$ cat src/rtl/pace_pkg.sv
package pace_pkg;
  // Strobes from the control FSM to the bus datapath.
  typedef struct packed {
    logic active;   // a bus cycle is in progress
    logic isWrite;  // cycle is a write
    logic isDummy;  // cycle is an inserted test-register read
  } busCtl_t;
endpackage

$ cat src/rtl/pace_ctl.sv
module pace_ctl
  import pace_pkg::*;
#(
  parameter int STROBE_CLK = 2,
  parameter int CW = 5
) (
  input  logic          clk,
  input  logic          rstN,
  input  logic          periphResetN,
  input  logic          modeDummy,
  input  logic          reqValid,
  input  logic          reqWrite,
  input  logic [CW-1:0] needCyc,
  output logic          reqReady,
  output busCtl_t       ctl
);
  localparam int SW = (STROBE_CLK > 1) ? $clog2(STROBE_CLK) : 1;
  localparam logic [CW-1:0] SAT = {CW{1'b1}};

  typedef enum logic {ST_IDLE, ST_STROBE} state_t;
  state_t state;

  logic [SW-1:0] strobeCnt;
  logic          opWrite, opDummy, tainted, unlocked;
  logic [CW-1:0] sinceWr;     // clocks since the last write strobe ended
  logic          lastCyc, okNow, waitMet;
  logic          startWrite, startRead, startDummy;

  always_comb begin
    lastCyc    = (state == ST_STROBE) && (strobeCnt == SW'(STROBE_CLK - 1));
    okNow      = !tainted && periphResetN;
    waitMet    = ({1'b0, sinceWr} + (CW+1)'(1)) >= {1'b0, needCyc};
    startWrite = 1'b0;
    startRead  = 1'b0;
    startDummy = 1'b0;
    if (state == ST_IDLE && reqValid && periphResetN) begin
      if (reqWrite) begin
        if (unlocked) startWrite = 1'b1;
        else          startDummy = 1'b1;
      end else if (waitMet) begin
        startRead = 1'b1;
      end else if (modeDummy) begin
        startDummy = 1'b1;
      end
    end
    reqReady    = lastCyc && !opDummy && okNow;
    ctl.active  = (state == ST_STROBE);
    ctl.isWrite = opWrite;
    ctl.isDummy = opDummy;
  end

  always_ff @(posedge clk) begin
    if (!rstN) begin
      state     <= ST_IDLE;
      strobeCnt <= '0;
      opWrite   <= 1'b0;
      opDummy   <= 1'b0;
      tainted   <= 1'b0;
      unlocked  <= 1'b0;
      sinceWr   <= SAT;
    end else begin
      if (sinceWr != SAT) sinceWr <= sinceWr + CW'(1);
      if (state == ST_IDLE) begin
        if (startWrite || startRead || startDummy) begin
          state     <= ST_STROBE;
          strobeCnt <= '0;
          opWrite   <= startWrite;
          opDummy   <= startDummy;
          tainted   <= 1'b0;
        end
      end else begin
        if (!periphResetN) tainted <= 1'b1;
        if (lastCyc) begin
          state <= ST_IDLE;
          if (okNow) begin
            if (opWrite) sinceWr  <= '0;
            else         unlocked <= 1'b1;
          end
        end else begin
          strobeCnt <= strobeCnt + SW'(1);
        end
      end
      if (!periphResetN) unlocked <= 1'b0;
    end
  end

  // a real read strobe starts only once the register's wait has elapsed
  a_r4_gap_met: assert property (@(posedge clk) disable iff (!rstN)
    (state == ST_STROBE && strobeCnt == '0 && !opWrite && !opDummy) |-> (sinceWr >= needCyc));
  // a write strobe only ever starts while the lockout is cleared
  a_r2_write_unlocked: assert property (@(posedge clk) disable iff (!rstN)
    (state == ST_STROBE && opWrite && strobeCnt == '0) |-> unlocked);
  // no handshake while the peripheral is in reset
  a_r3_no_ack_in_reset: assert property (@(posedge clk) disable iff (!rstN)
    (state == ST_STROBE && !periphResetN) |-> !reqReady);
  // strobe counter stays within the configured strobe length
  a_r10_strobe_len: assert property (@(posedge clk) disable iff (!rstN)
    (state == ST_STROBE) |-> (int'(strobeCnt) < STROBE_CLK));
endmodule

$ cat src/rtl/pace_dp.sv
module pace_dp
  import pace_pkg::*;
#(
  parameter int AW = 8,
  parameter int DW = 32,
  parameter int CW = 5,
  parameter int CLK_NS = 20,
  parameter int TXSTAT_WAIT_NS = 135,
  parameter int OTHER_WAIT_NS = 45,
  parameter logic [AW-1:0] RXFIFO_ADDR = 8'h00,
  parameter logic [AW-1:0] TXSTAT_ADDR = 8'h80,
  parameter logic [AW-1:0] TEST_ADDR = 8'h64
) (
  input  logic          clk,
  input  logic          rstN,
  input  busCtl_t       ctl,
  input  logic          reqReady,
  input  logic          reqWrite,
  input  logic [AW-1:0] reqAddr,
  input  logic [DW-1:0] reqWdata,
  output logic [CW-1:0] needCyc,
  output logic          rspValid,
  output logic [DW-1:0] rspData,
  output logic          busCsN,
  output logic          busRdN,
  output logic          busWrN,
  output logic [AW-1:0] busAddr,
  output logic [DW-1:0] busWdata,
  input  logic [DW-1:0] busRdata
);
  localparam int TX_CLK    = (TXSTAT_WAIT_NS + CLK_NS - 1) / CLK_NS;
  localparam int OTHER_CLK = (OTHER_WAIT_NS + CLK_NS - 1) / CLK_NS;

  // Per-register wait lookup, in clocks
  always_comb begin
    if (reqAddr == RXFIFO_ADDR)      needCyc = '0;
    else if (reqAddr == TXSTAT_ADDR) needCyc = CW'(TX_CLK);
    else                             needCyc = CW'(OTHER_CLK);
  end

  always_comb begin
    busCsN   = !ctl.active;
    busRdN   = !(ctl.active && !ctl.isWrite);
    busWrN   = !(ctl.active && ctl.isWrite);
    busAddr  = ctl.isDummy ? TEST_ADDR : reqAddr;
    busWdata = (ctl.active && ctl.isWrite) ? reqWdata : '0;
    rspValid = reqReady && !reqWrite;
    rspData  = busRdata;
  end

  // a response only comes from a live read of the requested register
  a_r7_rsp_real: assert property (@(posedge clk) disable iff (!rstN)
    rspValid |-> (!busRdN && busAddr == reqAddr));
  // address held steady while chip select stays low
  a_r10_addr_steady: assert property (@(posedge clk) disable iff (!rstN)
    (!busCsN && $past(!busCsN)) |-> $stable(busAddr));
endmodule

$ cat src/rtl/rw_pacing_bridge.sv
module rw_pacing_bridge
  import pace_pkg::*;
#(
  parameter int AW = 8,
  parameter int DW = 32,
  parameter int CLK_NS = 20,
  parameter int STROBE_CLK = 2,
  parameter int TXSTAT_WAIT_NS = 135,
  parameter int OTHER_WAIT_NS = 45,
  parameter logic [AW-1:0] RXFIFO_ADDR = 8'h00,
  parameter logic [AW-1:0] TXSTAT_ADDR = 8'h80,
  parameter logic [AW-1:0] TEST_ADDR = 8'h64
) (
  input  logic          clk,
  input  logic          rstN,
  input  logic          periphResetN,
  input  logic          modeDummy,
  input  logic          reqValid,
  output logic          reqReady,
  input  logic          reqWrite,
  input  logic [AW-1:0] reqAddr,
  input  logic [DW-1:0] reqWdata,
  output logic          rspValid,
  output logic [DW-1:0] rspData,
  output logic          busCsN,
  output logic          busRdN,
  output logic          busWrN,
  output logic [AW-1:0] busAddr,
  output logic [DW-1:0] busWdata,
  input  logic [DW-1:0] busRdata
);
  localparam int TX_CLK    = (TXSTAT_WAIT_NS + CLK_NS - 1) / CLK_NS;
  localparam int OTHER_CLK = (OTHER_WAIT_NS + CLK_NS - 1) / CLK_NS;
  localparam int MAX_CLK   = (TX_CLK > OTHER_CLK) ? TX_CLK : OTHER_CLK;
  localparam int CW        = $clog2(MAX_CLK + 2) + 1;

  busCtl_t       ctl;
  logic [CW-1:0] needCyc;

  pace_ctl #(.STROBE_CLK(STROBE_CLK), .CW(CW)) u_ctl (
    .clk(clk), .rstN(rstN), .periphResetN(periphResetN), .modeDummy(modeDummy),
    .reqValid(reqValid), .reqWrite(reqWrite), .needCyc(needCyc),
    .reqReady(reqReady), .ctl(ctl)
  );

  pace_dp #(
    .AW(AW), .DW(DW), .CW(CW), .CLK_NS(CLK_NS),
    .TXSTAT_WAIT_NS(TXSTAT_WAIT_NS), .OTHER_WAIT_NS(OTHER_WAIT_NS),
    .RXFIFO_ADDR(RXFIFO_ADDR), .TXSTAT_ADDR(TXSTAT_ADDR), .TEST_ADDR(TEST_ADDR)
  ) u_dp (
    .clk(clk), .rstN(rstN), .ctl(ctl), .reqReady(reqReady), .reqWrite(reqWrite),
    .reqAddr(reqAddr), .reqWdata(reqWdata), .needCyc(needCyc),
    .rspValid(rspValid), .rspData(rspData),
    .busCsN(busCsN), .busRdN(busRdN), .busWrN(busWrN),
    .busAddr(busAddr), .busWdata(busWdata), .busRdata(busRdata)
  );
endmodule

$ cat config.mk
export PLATFORM = sky130hd
export DESIGN_NAME = rw_pacing_bridge
export DESIGN_NICKNAME = d
export VERILOG_FILES = /design/src/rtl/pace_pkg.sv /design/src/rtl/pace_ctl.sv /design/src/rtl/pace_dp.sv /design/src/rtl/rw_pacing_bridge.sv
export SDC_FILE = /design/constraint.sdc
export NUM_CORES = 1
export LEC_CHECK = 0
export ABC_AREA = 1
export BUFFER_PORTS_ARGS = -buffer_cell sky130_fd_sc_hd__buf_2
export CORE_ASPECT_RATIO = 0.7
export CORE_MARGIN = 2
export CORE_UTILIZATION = 35
export DETAILED_ROUTE_END_ITERATION = 10
export GPL_TIMING_DRIVEN = 0
export PLACE_DENSITY = 0.84
export SKIP_CTS_REPAIR_TIMING = 1
export SLEW_MARGIN = 20
export SYNTH_ARGS = -nofsm -noshare
export SYNTH_HDL_FRONTEND = slang
export SYNTH_SLANG_ARGS = --single-unit
$ cat constraint.sdc
create_clock -name clk -period 5.1 [get_ports clk]
set_input_delay 0 -clock clk [delete_from_list [all_inputs] [get_ports clk]]
set_output_delay 0 -clock clk [all_outputs]
set_load 0.02 [all_outputs]
==> summary.txt, run 1 <==
========================================================================================
Buffers added on ports                                                               121
Aggregate global-route resource usage                                              17.4%
Power per standard cell area                                                 237 nW/um^2
Wire length of the first global-routing pass                                5510 microns
Clock buffer depth                                                                     2
Largest voltage drop on the vdd net                                           0.000136 V
CP Class                                                                    flip-flop to flip-flop
Highest clock frequency the design can meet                                    0.558 GHz
Non-Filler Cell Area, Final                                                   1970 sq um
Arrival time of data at the critical path endpoint                               1980 ps
Post-Syn Instances                                                                   222
Maximum fanout encountered on the critical timing path                                 6
Internal power component                                                      0.000271 W
Comb pwr share                                                                     55.3%
Mean Syn Cell Area                                                            5.68 sq um
Final-stage net count                                                                432
Vias per Instance                                                                   3.93
Number of antenna violations at the first check in global routing                      0
Final setup skew                                                                 2.57 ps
IO Count                                                                             155
RD Place Congestion                                                                0.796
Number of distinct library cells after synthesis                                      21
Setup TNS                                                                           0 ps
Number of search-and-repair iterations in the first detailed-routing pass              4
Final-layout worst hold slack                                                    38.1 ps
Share of the synthesized area in the top cell type                                 19.1%
Netlist area before placement                                                 1260 sq um
Actual slew at the worst max-slew pin                                             441 ps
Placed cell areas                                                             1930 sq um
Fraction of final layout cells sized beyond drive strength 1                       47.8%
Least setup slack across all paths after layout                                  3310 ps
Most prevalent standard cell on the critical path                           sky130_fd_sc_hd__nand2_1
Seq/Total Area, Yosys                                                              17.5%
Rel. slew slack                                                                    70.3%
Clock Latency Late Sink                                                           240 ps
Switching portion of total power                                                   42.0%
Flip-flop and latch count after synthesis                                             11
Number of buffers inserted during clock tree synthesis                                 3
Area grow syn2layout                                                               56.6%
Net switching component of the power                                          0.000197 W
Critical Path RT                                                                 5290 ps
Final WL                                                                    3840 microns
Final critical path time including I/O delays and setup                          1790 ps
Min-Delay Path Class                                                        primary input to flip-flop
Max stage delay cell, worst path                                            sky130_fd_sc_hd__dfxtp_1
Cell type with the largest total area after synthesis                       sky130_fd_sc_hd__buf_4
Effective utilization at floorplan                                                 36.1%
Overall via count from detail_route                                                1,561
Total overflow reported by the global router                                           0
Routed wire length per instance                                             9.66 microns
Remaining antenna violation count                                                      0
Clk slew on worst S/H paths                                                        50 ps
Endpoint kind of the worst setup timing path                                   flip-flop
Core Footprint                                                                3490 sq um
CTS H-tree lvls                                                                        1
Critical path cell sequence                                                 ha_1 > nand3_1 > ha_1 > nor2_1 > nand2_1 > inv_1 > nand3_1 > nand2_1 > nand2_1 > o21ai_0 > nand2_1 > inv_1
Remaining design rule violation count                                                  0
Area enclosed by the die boundary                                             4100 sq um
Dpl hpwl                                                                    3280 microns
CP Launch Type                                                                 flip-flop
CTS tree                                                                             yes
Number of rows created at floorplan                                                   18
Setup WS pre-CTS                                                                 3260 ps
Width of the chip                                                           75.7 microns
Clock root buffer master                                                    sky130_fd_sc_hd__clkbuf_8
P_leak                                                                           1.41 nW
Final period util                                                                  35.2%
Crit path buffers/inverters                                                            2
Critical path's largest stage delay                                               430 ps
Yosys warns                                                                            0
Hold violation count in the final report                                               0
Synthesized Nets                                                                     306
Number of clock sinks                                                                 11
Most area-consuming cells after synthesis                                   sky130_fd_sc_hd__buf_4 19%, sky130_fd_sc_hd__dfxtp_1 17%, sky130_fd_sc_hd__inv_1 17%
Final-layout fill cell count                                                         354
Diodes inserted                                                                        0
Register share of total power                                                      25.9%
Reg-to-reg slack, setup                                                          3310 ps
Vias in the first global route                                                     1,265
Unrepaired setup endpoints after global routing                                       no
Count of max-cap constraint violations                                                 0
Status                                                                         completed
Max-slew violations                                                                    0
Number of setup violations in the final report                                         0
Clock group share of total power                                                   18.8%
Largest net degree at the start of global routing                                     11
Vertical die dimension                                                      54.2 microns
Worst path top cell family by delay                                         simple AND/OR/NAND/NOR gates
Number of DRC markers in iteration 0                                                  46
========================================================================================
power by group through the flow:
stage / clock network [W] / registers, W / logic [W]
after floorplan: 0 / 0.000118 / 0.000192
after global placement: 0 / 0.000122 / 0.000248
after detailed placement: 0 / 0.000123 / 0.000255
after CTS: 0.0000910 / 0.000121 / 0.000261
after global routing: 0.0000957 / 0.000125 / 0.000297
final: 0.0000880 / 0.000121 / 0.000259
synthesized netlist by cell type:
cell type and count:
sky130_fd_sc_hd__a21oi_1 2, sky130_fd_sc_hd__a21oi_2 1, sky130_fd_sc_hd__buf_4 32, sky130_fd_sc_hd__clkbuf_1 5, sky130_fd_sc_hd__dfxtp_1 11, sky130_fd_sc_hd__ha_1 6, sky130_fd_sc_hd__inv_1 57, sky130_fd_sc_hd__nand2_1 27
sky130_fd_sc_hd__nand2_2 2, sky130_fd_sc_hd__nand3_1 7, sky130_fd_sc_hd__nand3_2 1, sky130_fd_sc_hd__nand4_1 1, sky130_fd_sc_hd__nor2_1 49, sky130_fd_sc_hd__nor2_2 1, sky130_fd_sc_hd__nor3_1 3, sky130_fd_sc_hd__nor4_1 1
sky130_fd_sc_hd__o211ai_1 1, sky130_fd_sc_hd__o21ai_0 8, sky130_fd_sc_hd__or2_2 5, sky130_fd_sc_hd__xnor2_1 1, sky130_fd_sc_hd__xor2_1 1
cells in the final DEF, fill, tap and decap left out:
| master | instances |
|---|---|
| sky130_fd_sc_hd__a21oi_1 | 2 |
| sky130_fd_sc_hd__a21oi_2 | 1 |
| sky130_fd_sc_hd__buf_2 | 121 |
| sky130_fd_sc_hd__buf_4 | 32 |
| sky130_fd_sc_hd__clkbuf_1 | 6 |
| sky130_fd_sc_hd__clkbuf_8 | 3 |
| sky130_fd_sc_hd__dfxtp_1 | 11 |
| sky130_fd_sc_hd__ha_1 | 6 |
| sky130_fd_sc_hd__inv_1 | 57 |
| sky130_fd_sc_hd__nand2_1 | 27 |
| sky130_fd_sc_hd__nand2_2 | 2 |
| sky130_fd_sc_hd__nand3_1 | 7 |
| sky130_fd_sc_hd__nand3_2 | 1 |
| sky130_fd_sc_hd__nand4_1 | 1 |
| sky130_fd_sc_hd__nor2_1 | 49 |
| sky130_fd_sc_hd__nor2_2 | 1 |
| sky130_fd_sc_hd__nor3_1 | 3 |
| sky130_fd_sc_hd__nor4_1 | 1 |
| sky130_fd_sc_hd__o211ai_1 | 1 |
| sky130_fd_sc_hd__o21ai_0 | 8 |
| sky130_fd_sc_hd__or2_2 | 5 |
| sky130_fd_sc_hd__xnor2_1 | 1 |
| sky130_fd_sc_hd__xor2_1 | 1 |
cells by family (layout without fill, tap and decap cells):
logic type,after synthesis,in the layout,share of synthesized area (%)
AOI/OAI and AO/OA,12,12,5.26
xor gates and xnor gates,2,2,1.39
adders and majority gates,6,6,5.96
buffers and inverters,94,219,37.5
DFF,11,11,17.5
and+or+nand+nor,97,97,32.4
per-layer routing:
metal	global-route usage [%]	wire, microns
met1	23.2	1690
met3	3.56	185
met2	30.1	1940
met4	1.46	19
met5	0	0
area by class of cell:
class / instances / area (sq um) / share of cell area, %
Buffer: 37 / 259 / 13.1
Sequential cell: 11 / 220 / 11.2
Tap cell: 50 / 62.6 / 3.17
Multi-Input combinational cell: 117 / 567 / 28.7
Clock buffer: 4 / 45.0 / 2.28
Timing Repair Buffer: 121 / 606 / 30.7
Inverter: 57 / 214 / 10.8
per-stage QoR:
| stage | cells | total power (W) | util (%) |
|---|---|---|---|
| floorplan | 222 | 0.000311 | - |
| global placement | 393 | 0.000370 | 55.2 |
| detailed placement | 393 | 0.000378 | 55.2 |
| CTS | 397 | 0.000473 | 56.5 |
| global route | 397 | 0.000517 | 56.5 |
| finish | 397 | 0.000468 | 56.5 |
state kept, by name, indices dropped and copies added (netlist names):
signal,cells
u_ctl.opWrite,1
u_ctl.opDummy,1
u_ctl.unlocked,1
u_ctl.state,1
u_ctl.sinceWr,5
u_ctl.tainted,1
u_ctl.strobeCnt,1
tightest hold or removal path, cell delays in order:
cell and delay, ps:
sky130_fd_sc_hd__buf_2 120, sky130_fd_sc_hd__o21ai_0 70, sky130_fd_sc_hd__nor2_1 40
worst paths after layout:
path | startpoint | end | cells after the start
setup / recovery | u_ctl.sinceWr[0]$_SDFF_PN1_ | u_ctl.opDummy$_SDFFE_PN0P_ | 12
hold / removal | periphResetN | u_ctl.unlocked$_SDFFE_PN0P_ | 3
setup reg to reg | u_ctl.sinceWr[0]$_SDFF_PN1_ | u_ctl.opDummy$_SDFFE_PN0P_ | 12
hold reg to reg | u_ctl.unlocked$_SDFFE_PN0P_ | u_ctl.unlocked$_SDFFE_PN0P_ | 2
Power figures use the tool's default switching activity.
==> inputs of run 2 (changes only) <==
--- a/config.mk
+++ b/config.mk
@@ -5,14 +5,14 @@
 export SDC_FILE = /design/constraint.sdc
 export NUM_CORES = 1
 export LEC_CHECK = 0
-export ABC_AREA = 1
+export ABC_AREA = 0
 export BUFFER_PORTS_ARGS = -buffer_cell sky130_fd_sc_hd__buf_2
 export CORE_ASPECT_RATIO = 0.7
 export CORE_MARGIN = 2
-export CORE_UTILIZATION = 35
+export CORE_UTILIZATION = 29
 export DETAILED_ROUTE_END_ITERATION = 10
 export GPL_TIMING_DRIVEN = 0
-export PLACE_DENSITY = 0.84
+export PLACE_DENSITY = 0.76
 export SKIP_CTS_REPAIR_TIMING = 1
 export SLEW_MARGIN = 20
 export SYNTH_ARGS = -nofsm -noshare
==> constraint.sdc (replaced) <==
create_clock -name clk -period 1.5 [get_ports clk]
set_input_delay 0 -clock clk [delete_from_list [all_inputs] [get_ports clk]]
set_output_delay 0 -clock clk [all_outputs]
set_load 0.02 [all_outputs]
==> summary.txt, run 2 <==
========================================================================================
Status                                                                      finished, violations left   was completed
Failing checks                                                              negative setup slack
Final WL                                                                    3790 microns   was 3840 microns
Dpl hpwl                                                                    3180 microns   was 3280 microns
Rel. slew slack                                                                    71.7%   was 70.3%
Final setup skew                                                                0.628 ps   was 2.57 ps
Critical path capture point                                                 u_ctl.tainted$_SDFFE_PN0P_   was u_ctl.opDummy$_SDFFE_PN0P_
Largest net degree at the start of global routing                                     11   unchanged
Overall via count from detail_route                                                1,453   was 1,561
Area enclosed by the die boundary                                             4580 sq um   was 4100 sq um
Number of clock sinks                                                                 11   unchanged
Most common flop cell mapped by yosys                                       sky130_fd_sc_hd__dfxtp_1   unchanged
CP Class                                                                    flip-flop to flip-flop   unchanged
Max-slew violations                                                                    0   unchanged
Flip-flop and latch count after synthesis                                             11   unchanged
Wire length of the first global-routing pass                                5730 microns   was 5510 microns
Critical path cell sequence                                                 ha_4 > xor2_1 > ha_1 > o21ai_1 > o21a_2 > a21oi_4 > nor3_2   was ha_1 > nand3_1 > ha_1 > nor2_1 > nand2_1 > inv_1 > nand3_1 > nand2_1 > nand2_1 > o21ai_0 > nand2_1 > inv_1
Min-Delay Path Class                                                        primary input to flip-flop   unchanged
Netlist area before placement                                                 1170 sq um   was 1260 sq um
Arrival time of data at the critical path endpoint                               1730 ps   was 1980 ps
Critical path's largest stage delay                                               360 ps   was 430 ps
Most frequent cells in the layout                                           123 x sky130_fd_sc_hd__buf_2, 33 x sky130_fd_sc_hd__buf_4, 32 x sky130_fd_sc_hd__and3_1   was 121 x sky130_fd_sc_hd__buf_2, 57 x sky130_fd_sc_hd__inv_1, 49 x sky130_fd_sc_hd__nor2_1
Fraction of final layout cells sized beyond drive strength 1                       65.2%   was 47.8%
P_leak                                                                           1.25 nW   was 1.41 nW
Number of setup violations in the final report                                         4   was 0
Clock buffer depth                                                                     2   unchanged
Startpoint of the most critical setup path                                  u_ctl.sinceWr[1]$_SDFF_PN1_   was u_ctl.sinceWr[0]$_SDFF_PN1_
Final critical path time including I/O delays and setup                          1620 ps   was 1790 ps
Most area-consuming cells after synthesis                                   sky130_fd_sc_hd__buf_4 20%, sky130_fd_sc_hd__dfxtp_1 19%, sky130_fd_sc_hd__and3_1 17%   was sky130_fd_sc_hd__buf_4 19%, sky130_fd_sc_hd__dfxtp_1 17%, sky130_fd_sc_hd__inv_1 17%
Aggregate global-route resource usage                                              15.5%   was 17.4%
Routed wire length per instance                                             11.4 microns   was 9.66 microns
Largest voltage drop on the vdd net                                           0.000446 V   was 0.000136 V
CP Launch Type                                                                 flip-flop   unchanged
Cell total after placement                                                           329   was 393
Internal power component                                                      0.000995 W   was 0.000271 W
Buffers added on ports                                                               122   was 121
Clk slew on worst S/H paths                                                        50 ps   about the same
Maximum fanout encountered on the critical timing path                                 3   was 6
CTS tree                                                                             yes   unchanged
Net switching component of the power                                          0.000614 W   was 0.000197 W
Reg with most FFs                                                           u_ctl.sinceWr   unchanged
Final-layout fill cell count                                                         396   was 354
FF/Latch Area                                                                  229 sq um   was 220 sq um
Max FFs per register                                                                   5   unchanged
Synthesized Nets                                                                     239   was 306
Vias per Instance                                                                   4.35   was 3.93
Final period util                                                                   108%   was 35.2%
Post-Syn Instances                                                                   155   was 222
Clock group share of total power                                                   18.0%   was 18.8%
Number of buffers inserted during clock tree synthesis                                 3   unchanged
Diodes inserted                                                                        0   unchanged
Vias in the first global route                                                     1,335   was 1,265
Actual slew at the worst max-slew pin                                             425 ps   was 441 ps
Register-to-Register Path Depth                                                        7   was 12
Number of antenna violations at the first check in global routing                      0   unchanged
Width of the chip                                                           80.0 microns   was 75.7 microns
Core Footprint                                                                3900 sq um   was 3490 sq um
End of the worst register-to-register path                                  u_ctl.tainted$_SDFFE_PN0P_   was u_ctl.opDummy$_SDFFE_PN0P_
Non-Filler Cell Area, Final                                                   1990 sq um   was 1970 sq um
Seq/Total Area, Yosys                                                              18.8%   was 17.5%
Comb pwr share                                                                     56.1%   was 55.3%
IO Count                                                                             155   unchanged
Hold violation count in the final report                                               0   unchanged
Count of max-cap constraint violations                                                 0   unchanged
Vertical die dimension                                                      57.2 microns   was 54.2 microns
Remaining design rule violation count                                                  0   unchanged
RD Place Congestion                                                                0.839   was 0.796
Multi-input combinational cell area                                            733 sq um   was 567 sq um
CTS H-tree lvls                                                                        1   unchanged
Register share of total power                                                      25.9%   about the same
Ys async rst share                                                                    0%   unchanged
Number of enable-type register cells in the synthesized netlist                        0   unchanged
Switching portion of total power                                                   38.2%   was 42.0%
Number of DRC markers in iteration 0                                                  32   was 46
Number of rows created at floorplan                                                   19   was 18
Final-stage net count                                                                367   was 432
Number of distinct library cells after synthesis                                      32   was 21
Reg-to-reg slack, setup                                                          -120 ps   was 3310 ps
Power per standard cell area                                                 809 nW/um^2   was 237 nW/um^2
Number of search-and-repair iterations in the first detailed-routing pass              4   unchanged
Area grow syn2layout                                                               69.7%   was 56.6%
Most common library cell in the layout ignoring fill and taps               sky130_fd_sc_hd__buf_2   unchanged
Clock root buffer master                                                    sky130_fd_sc_hd__clkbuf_8   unchanged
R2r startpoint                                                              u_ctl.sinceWr[1]$_SDFF_PN1_   was u_ctl.sinceWr[0]$_SDFF_PN1_
Total overflow reported by the global router                                           0   unchanged
Clock Latency Late Sink                                                           230 ps   was 240 ps
Most frequent cells after synthesis                                         32 x sky130_fd_sc_hd__and3_1, 32 x sky130_fd_sc_hd__buf_4, 11 x sky130_fd_sc_hd__dfxtp_1   was 57 x sky130_fd_sc_hd__inv_1, 49 x sky130_fd_sc_hd__nor2_1, 32 x sky130_fd_sc_hd__buf_4
Fraction of the core area covered by cells at the end of the flow                  51.0%   was 56.5%
Setup TNS                                                                        -437 ps   was 0 ps
Remaining antenna violation count                                                      0   unchanged
Yosys warns                                                                            0   unchanged
Share of the synthesized area in the top cell type                                 20.5%   was 19.1%
Post-route non-filler standard cell count                                            334   was 397
Highest clock frequency the design can meet                                    0.619 GHz   was 0.558 GHz
Critical Path RT                                                                 1620 ps   was 5290 ps
Endpoint kind of the worst setup timing path                                   flip-flop   unchanged
Mean Syn Cell Area                                                            7.56 sq um   was 5.68 sq um
Effective utilization at floorplan                                                 30.1%   was 36.1%
Unrepaired setup endpoints after global routing                                      yes   was no
Least setup slack across all paths after layout                                  -116 ps   was 3310 ps
Placed cell areas                                                             1900 sq um   was 1930 sq um
Setup WS pre-CTS                                                                 -262 ps   was 3260 ps
Cell type with the largest total area after synthesis                       sky130_fd_sc_hd__buf_4   unchanged
Max stage delay cell, worst path                                            sky130_fd_sc_hd__dfxtp_4   was sky130_fd_sc_hd__dfxtp_1
========================================================================================
[run 2: metrics by stage]
step,total power [W],hold WS [ps]
2_1_floorplan,0.00103,82.4
3_3_place_gp,0.00123,217
3_5_place_dp,0.00126,218
4_1_cts,0.00157,21.1
5_1_grt,0.00175,60.7
6_report,0.00161,55.0
[run 2: area by class of cell]
class                      count  share of cell area, %
buffer                        41                   14.1
clock buffer                   4                   2.26
inverter                       5                  0.943
multi-input combinational     98                   36.9
sequential                    11                   11.5
tap                           52                   3.27
timing repair buffer         123                   31.1
[run 2: power by group through the flow]
stage               clock network, W  registers (W)  logic, W
floorplan                          0       0.000419  0.000611
global placement                   0       0.000429  0.000799
detailed placement                 0       0.000431  0.000825
CTS                         0.000301       0.000426  0.000841
global route                0.000319       0.000424   0.00101
finish                      0.000289       0.000417  0.000903
[run 2: critical path, delay by kind of cell (launching register included)]
family	cells	cell delay [ps]
AOI/OAI and AO/OA	3	490
adders and majority gates	2	430
xor gates and xnor gates	1	140
DFF	1	360
and+or+nand+nor	1	70
[run 2: layer usage]
layer  wire, microns  GRT usage (%)
met5               0              0
met4              10           2.66
met3             237           4.75
met2            1900           27.4
met1            1640           19.0
[run 2: worst min-delay path by stage]
stage	to	slack [ps]	from	cells after the start
floorplan	rspValid	80	reqWrite	1
global placement	rspData[22]	220	busRdata[22]	2
detailed placement	rspData[28]	220	busRdata[28]	2
CTS	u_ctl.strobeCnt$_SDFFE_PN0P_	20	rstN	3
global route	u_ctl.unlocked$_SDFFE_PN0P_	60	periphResetN	2
finish	u_ctl.unlocked$_SDFFE_PN0P_	60	periphResetN	2
[run 2: cell families (layout without fill, tap and decap cells)]
family,count (synthesis),count (layout),synth area share [%]
AOI/OAI and AO/OA,17,17,9.07
xor gates and xnor gates,4,4,2.99
adders and majority gates,6,6,6.40
buffers and inverters,46,173,25.1
DFF,11,11,18.8
muxes,2,2,2.03
and+or+nand+nor,69,69,35.6
==> inputs of run 3 (changes only) <==
--- a/config.mk
+++ b/config.mk
@@ -7,12 +7,14 @@
 export LEC_CHECK = 0
 export ABC_AREA = 0
 export BUFFER_PORTS_ARGS = -buffer_cell sky130_fd_sc_hd__buf_2
+export CELL_PAD_IN_SITES_DETAIL_PLACEMENT = 0
+export CELL_PAD_IN_SITES_GLOBAL_PLACEMENT = 2
 export CORE_ASPECT_RATIO = 0.7
 export CORE_MARGIN = 2
-export CORE_UTILIZATION = 29
+export CORE_UTILIZATION = 12
 export DETAILED_ROUTE_END_ITERATION = 10
 export GPL_TIMING_DRIVEN = 0
-export PLACE_DENSITY = 0.76
+export PLACE_DENSITY = 0.74
 export SKIP_CTS_REPAIR_TIMING = 1
 export SLEW_MARGIN = 20
 export SYNTH_ARGS = -nofsm -noshare
==> summary.txt, run 3 (synthesis gave the netlist of run 2 again) <==
========================================================================================
Status                                                                      finished, violations left   unchanged
Failing checks                                                              negative setup slack   unchanged
Routed wire length per instance                                             10.1 microns   was 11.4 microns
CTS H-tree lvls                                                                        1   unchanged
Largest voltage drop on the vdd net                                           0.000359 V   was 0.000446 V
Crit path buffers/inverters                                                            0   unchanged
Multi-input combinational cell area                                            731 sq um   was 733 sq um
Max-slew violations                                                                    0   unchanged
Vias in the first global route                                                     1,243   was 1,335
Most frequent cells in the layout                                           123 x sky130_fd_sc_hd__buf_2, 33 x sky130_fd_sc_hd__buf_4, 32 x sky130_fd_sc_hd__and3_1   unchanged
Clock Latency Late Sink                                                           240 ps   was 230 ps
Reg with most FFs                                                           u_ctl.sinceWr   unchanged
Actual slew at the worst max-slew pin                                             413 ps   was 425 ps
Critical Path RT                                                                 1620 ps   about the same
Largest net degree at the start of global routing                                     11   unchanged
Critical path cell sequence                                                 ha_4 > xor2_1 > ha_1 > o21ai_1 > o21a_1 > a21oi_2 > a21oi_1   was ha_4 > xor2_1 > ha_1 > o21ai_1 > o21a_2 > a21oi_4 > nor3_2
Arrival time of data at the critical path endpoint                               1730 ps   about the same
RD Place Congestion                                                                0.671   was 0.839
Hold violation count in the final report                                               0   unchanged
Endpoint kind of the worst setup timing path                                   flip-flop   unchanged
Effective utilization at floorplan                                                 12.2%   was 30.1%
Wire length of the first global-routing pass                                5970 microns   was 5730 microns
Setup WS pre-CTS                                                                 -276 ps   was -262 ps
Vertical die dimension                                                      86.7 microns   was 57.2 microns
End of the worst register-to-register path                                  u_ctl.opDummy$_SDFFE_PN0P_   was u_ctl.tainted$_SDFFE_PN0P_
Critical path capture point                                                 u_ctl.opDummy$_SDFFE_PN0P_   was u_ctl.tainted$_SDFFE_PN0P_
Final WL                                                                    4130 microns   was 3790 microns
Overall via count from detail_route                                                1,462   was 1,453
Diodes inserted                                                                        0   unchanged
CTS tree                                                                             yes   unchanged
Worst path top cell family by delay                                         compound AO/OA/AOI/OAI gates   unchanged
Clk slew on worst S/H paths                                                        40 ps   was 50 ps
Dpl hpwl                                                                    3510 microns   was 3180 microns
Rel. slew slack                                                                    72.5%   was 71.7%
Total overflow reported by the global router                                           0   unchanged
Post-route non-filler standard cell count                                            410   was 334
Aggregate global-route resource usage                                              7.09%   was 15.5%
Width of the chip                                                            122 microns   was 80.0 microns
Clock root buffer master                                                    sky130_fd_sc_hd__clkbuf_16   was sky130_fd_sc_hd__clkbuf_8
Maximum fanout encountered on the critical timing path                                 4   was 3
Fraction of final layout cells sized beyond drive strength 1                       63.8%   was 65.2%
Final-layout fill cell count                                                       1,111   was 396
Buffers added on ports                                                               122   unchanged
Number of rows created at floorplan                                                   30   was 19
Count of max-cap constraint violations                                                 0   unchanged
Crit path depth                                                                        7   unchanged
Number of DRC markers in iteration 0                                                  25   was 32
Final period util                                                                   107%   was 108%
Highest clock frequency the design can meet                                    0.624 GHz   was 0.619 GHz
R2r startpoint                                                              u_ctl.sinceWr[0]$_SDFF_PN1_   was u_ctl.sinceWr[1]$_SDFF_PN1_
Final-stage net count                                                                367   unchanged
Number of antenna violations at the first check in global routing                      0   unchanged
Remaining design rule violation count                                                  0   unchanged
P_leak                                                                           1.25 nW   about the same
Number of buffers inserted during clock tree synthesis                                 3   unchanged
Reg-to-reg slack, setup                                                          -100 ps   was -120 ps
Clock buffer depth                                                                     2   unchanged
Least setup slack across all paths after layout                                  -103 ps   was -116 ps
Number of search-and-repair iterations in the first detailed-routing pass              4   unchanged
Final critical path time including I/O delays and setup                          1600 ps   was 1620 ps
FF/Latch Area                                                                  229 sq um   unchanged
Vias per Instance                                                                   3.57   was 4.35
Power per standard cell area                                                 859 nW/um^2   was 809 nW/um^2
Final setup skew                                                                 1.01 ps   was 0.628 ps
Most common library cell in the layout ignoring fill and taps               sky130_fd_sc_hd__buf_2   unchanged
Cell total after placement                                                           405   was 329
Min-Delay Path Class                                                        primary input to flip-flop   unchanged
Number of setup violations in the final report                                         5   was 4
Max stage delay cell, worst path                                            sky130_fd_sc_hd__dfxtp_4   unchanged
Remaining antenna violation count                                                      0   unchanged
IO Count                                                                             155   unchanged
CP Launch Type                                                                 flip-flop   unchanged
Number of clock sinks                                                                 11   unchanged
Post-route total power                                                         0.00181 W   was 0.00161 W
Core Footprint                                                                9610 sq um   was 3900 sq um
Register-to-Register Path Depth                                                        7   unchanged
CP Class                                                                    flip-flop to flip-flop   unchanged
Area enclosed by the die boundary                                           10,600 sq um   was 4580 sq um
Unrepaired setup endpoints after global routing                                      yes   unchanged
Area grow syn2layout                                                               80.1%   was 69.7%
Max FFs per register                                                                   5   unchanged
Critical path's largest stage delay                                               360 ps   about the same
Startpoint of the most critical setup path                                  u_ctl.sinceWr[0]$_SDFF_PN1_   was u_ctl.sinceWr[1]$_SDFF_PN1_
========================================================================================
-- run 3: area by class of cell --
type / count / area share, %
flip-flops and latches: 11 / 10.8
multi-input cells: 98 / 34.6
clock buffers: 4 / 3.73
inverters: 5 / 0.889
plain buffers: 41 / 13.1
well taps: 128 / 7.58
repair buffers: 123 / 29.3
-- run 3: worst min-delay path: stages --
cell and delay [ps]:
sky130_fd_sc_hd__buf_2 100, sky130_fd_sc_hd__o21ai_0 70, sky130_fd_sc_hd__nor3_1 50
-- run 3: power breakdown --
group | leakage [nW] | switching (W) | internal (W)
Clock | 0.0382 | 0.000131 | 0.000357
Sequential | 0.0910 | 0.0000664 | 0.000358
Combinational | 1.12 | 0.000435 | 0.000467
Total | 1.25 | 0.000632 | 0.00118
-- run 3: stage by stage --
stage | instance area [sq um] | TNS, ps | hold slack (ps) | util (%)
3_5_place_dp | 2000 | -1130 | 218 | 20.8
3_3_place_gp | 2000 | -957 | 218 | 20.8
2_1_floorplan | 1220 | -11.7 | 82.4 | -
4_1_cts | 2070 | -903 | 18.0 | 21.6
5_1_grt | 2110 | -766 | 34.6 | 22.0
6_report | 2110 | -424 | 35.6 | 22.0
-- run 3: how the worst min path moves through the flow --
stage / start / end / cells after the start
after floorplan: reqWrite / rspValid / 1
after global placement: busRdata[22] / rspData[22] / 2
after detailed placement: busRdata[16] / rspData[16] / 2
after CTS: rstN / u_ctl.strobeCnt$_SDFFE_PN0P_ / 3
after global routing: rstN / u_ctl.strobeCnt$_SDFFE_PN0P_ / 3
final: rstN / u_ctl.strobeCnt$_SDFFE_PN0P_ / 3
-- run 3: layer usage --
metal	vias to the layer above	global-route usage, %	part of all wire [%]
met3	5	1.12	5.1
met5	-	0	0
met4	0	2.09	0.99
met2	51	11.7	49
li1	753	-	-
met1	653	9.52	45
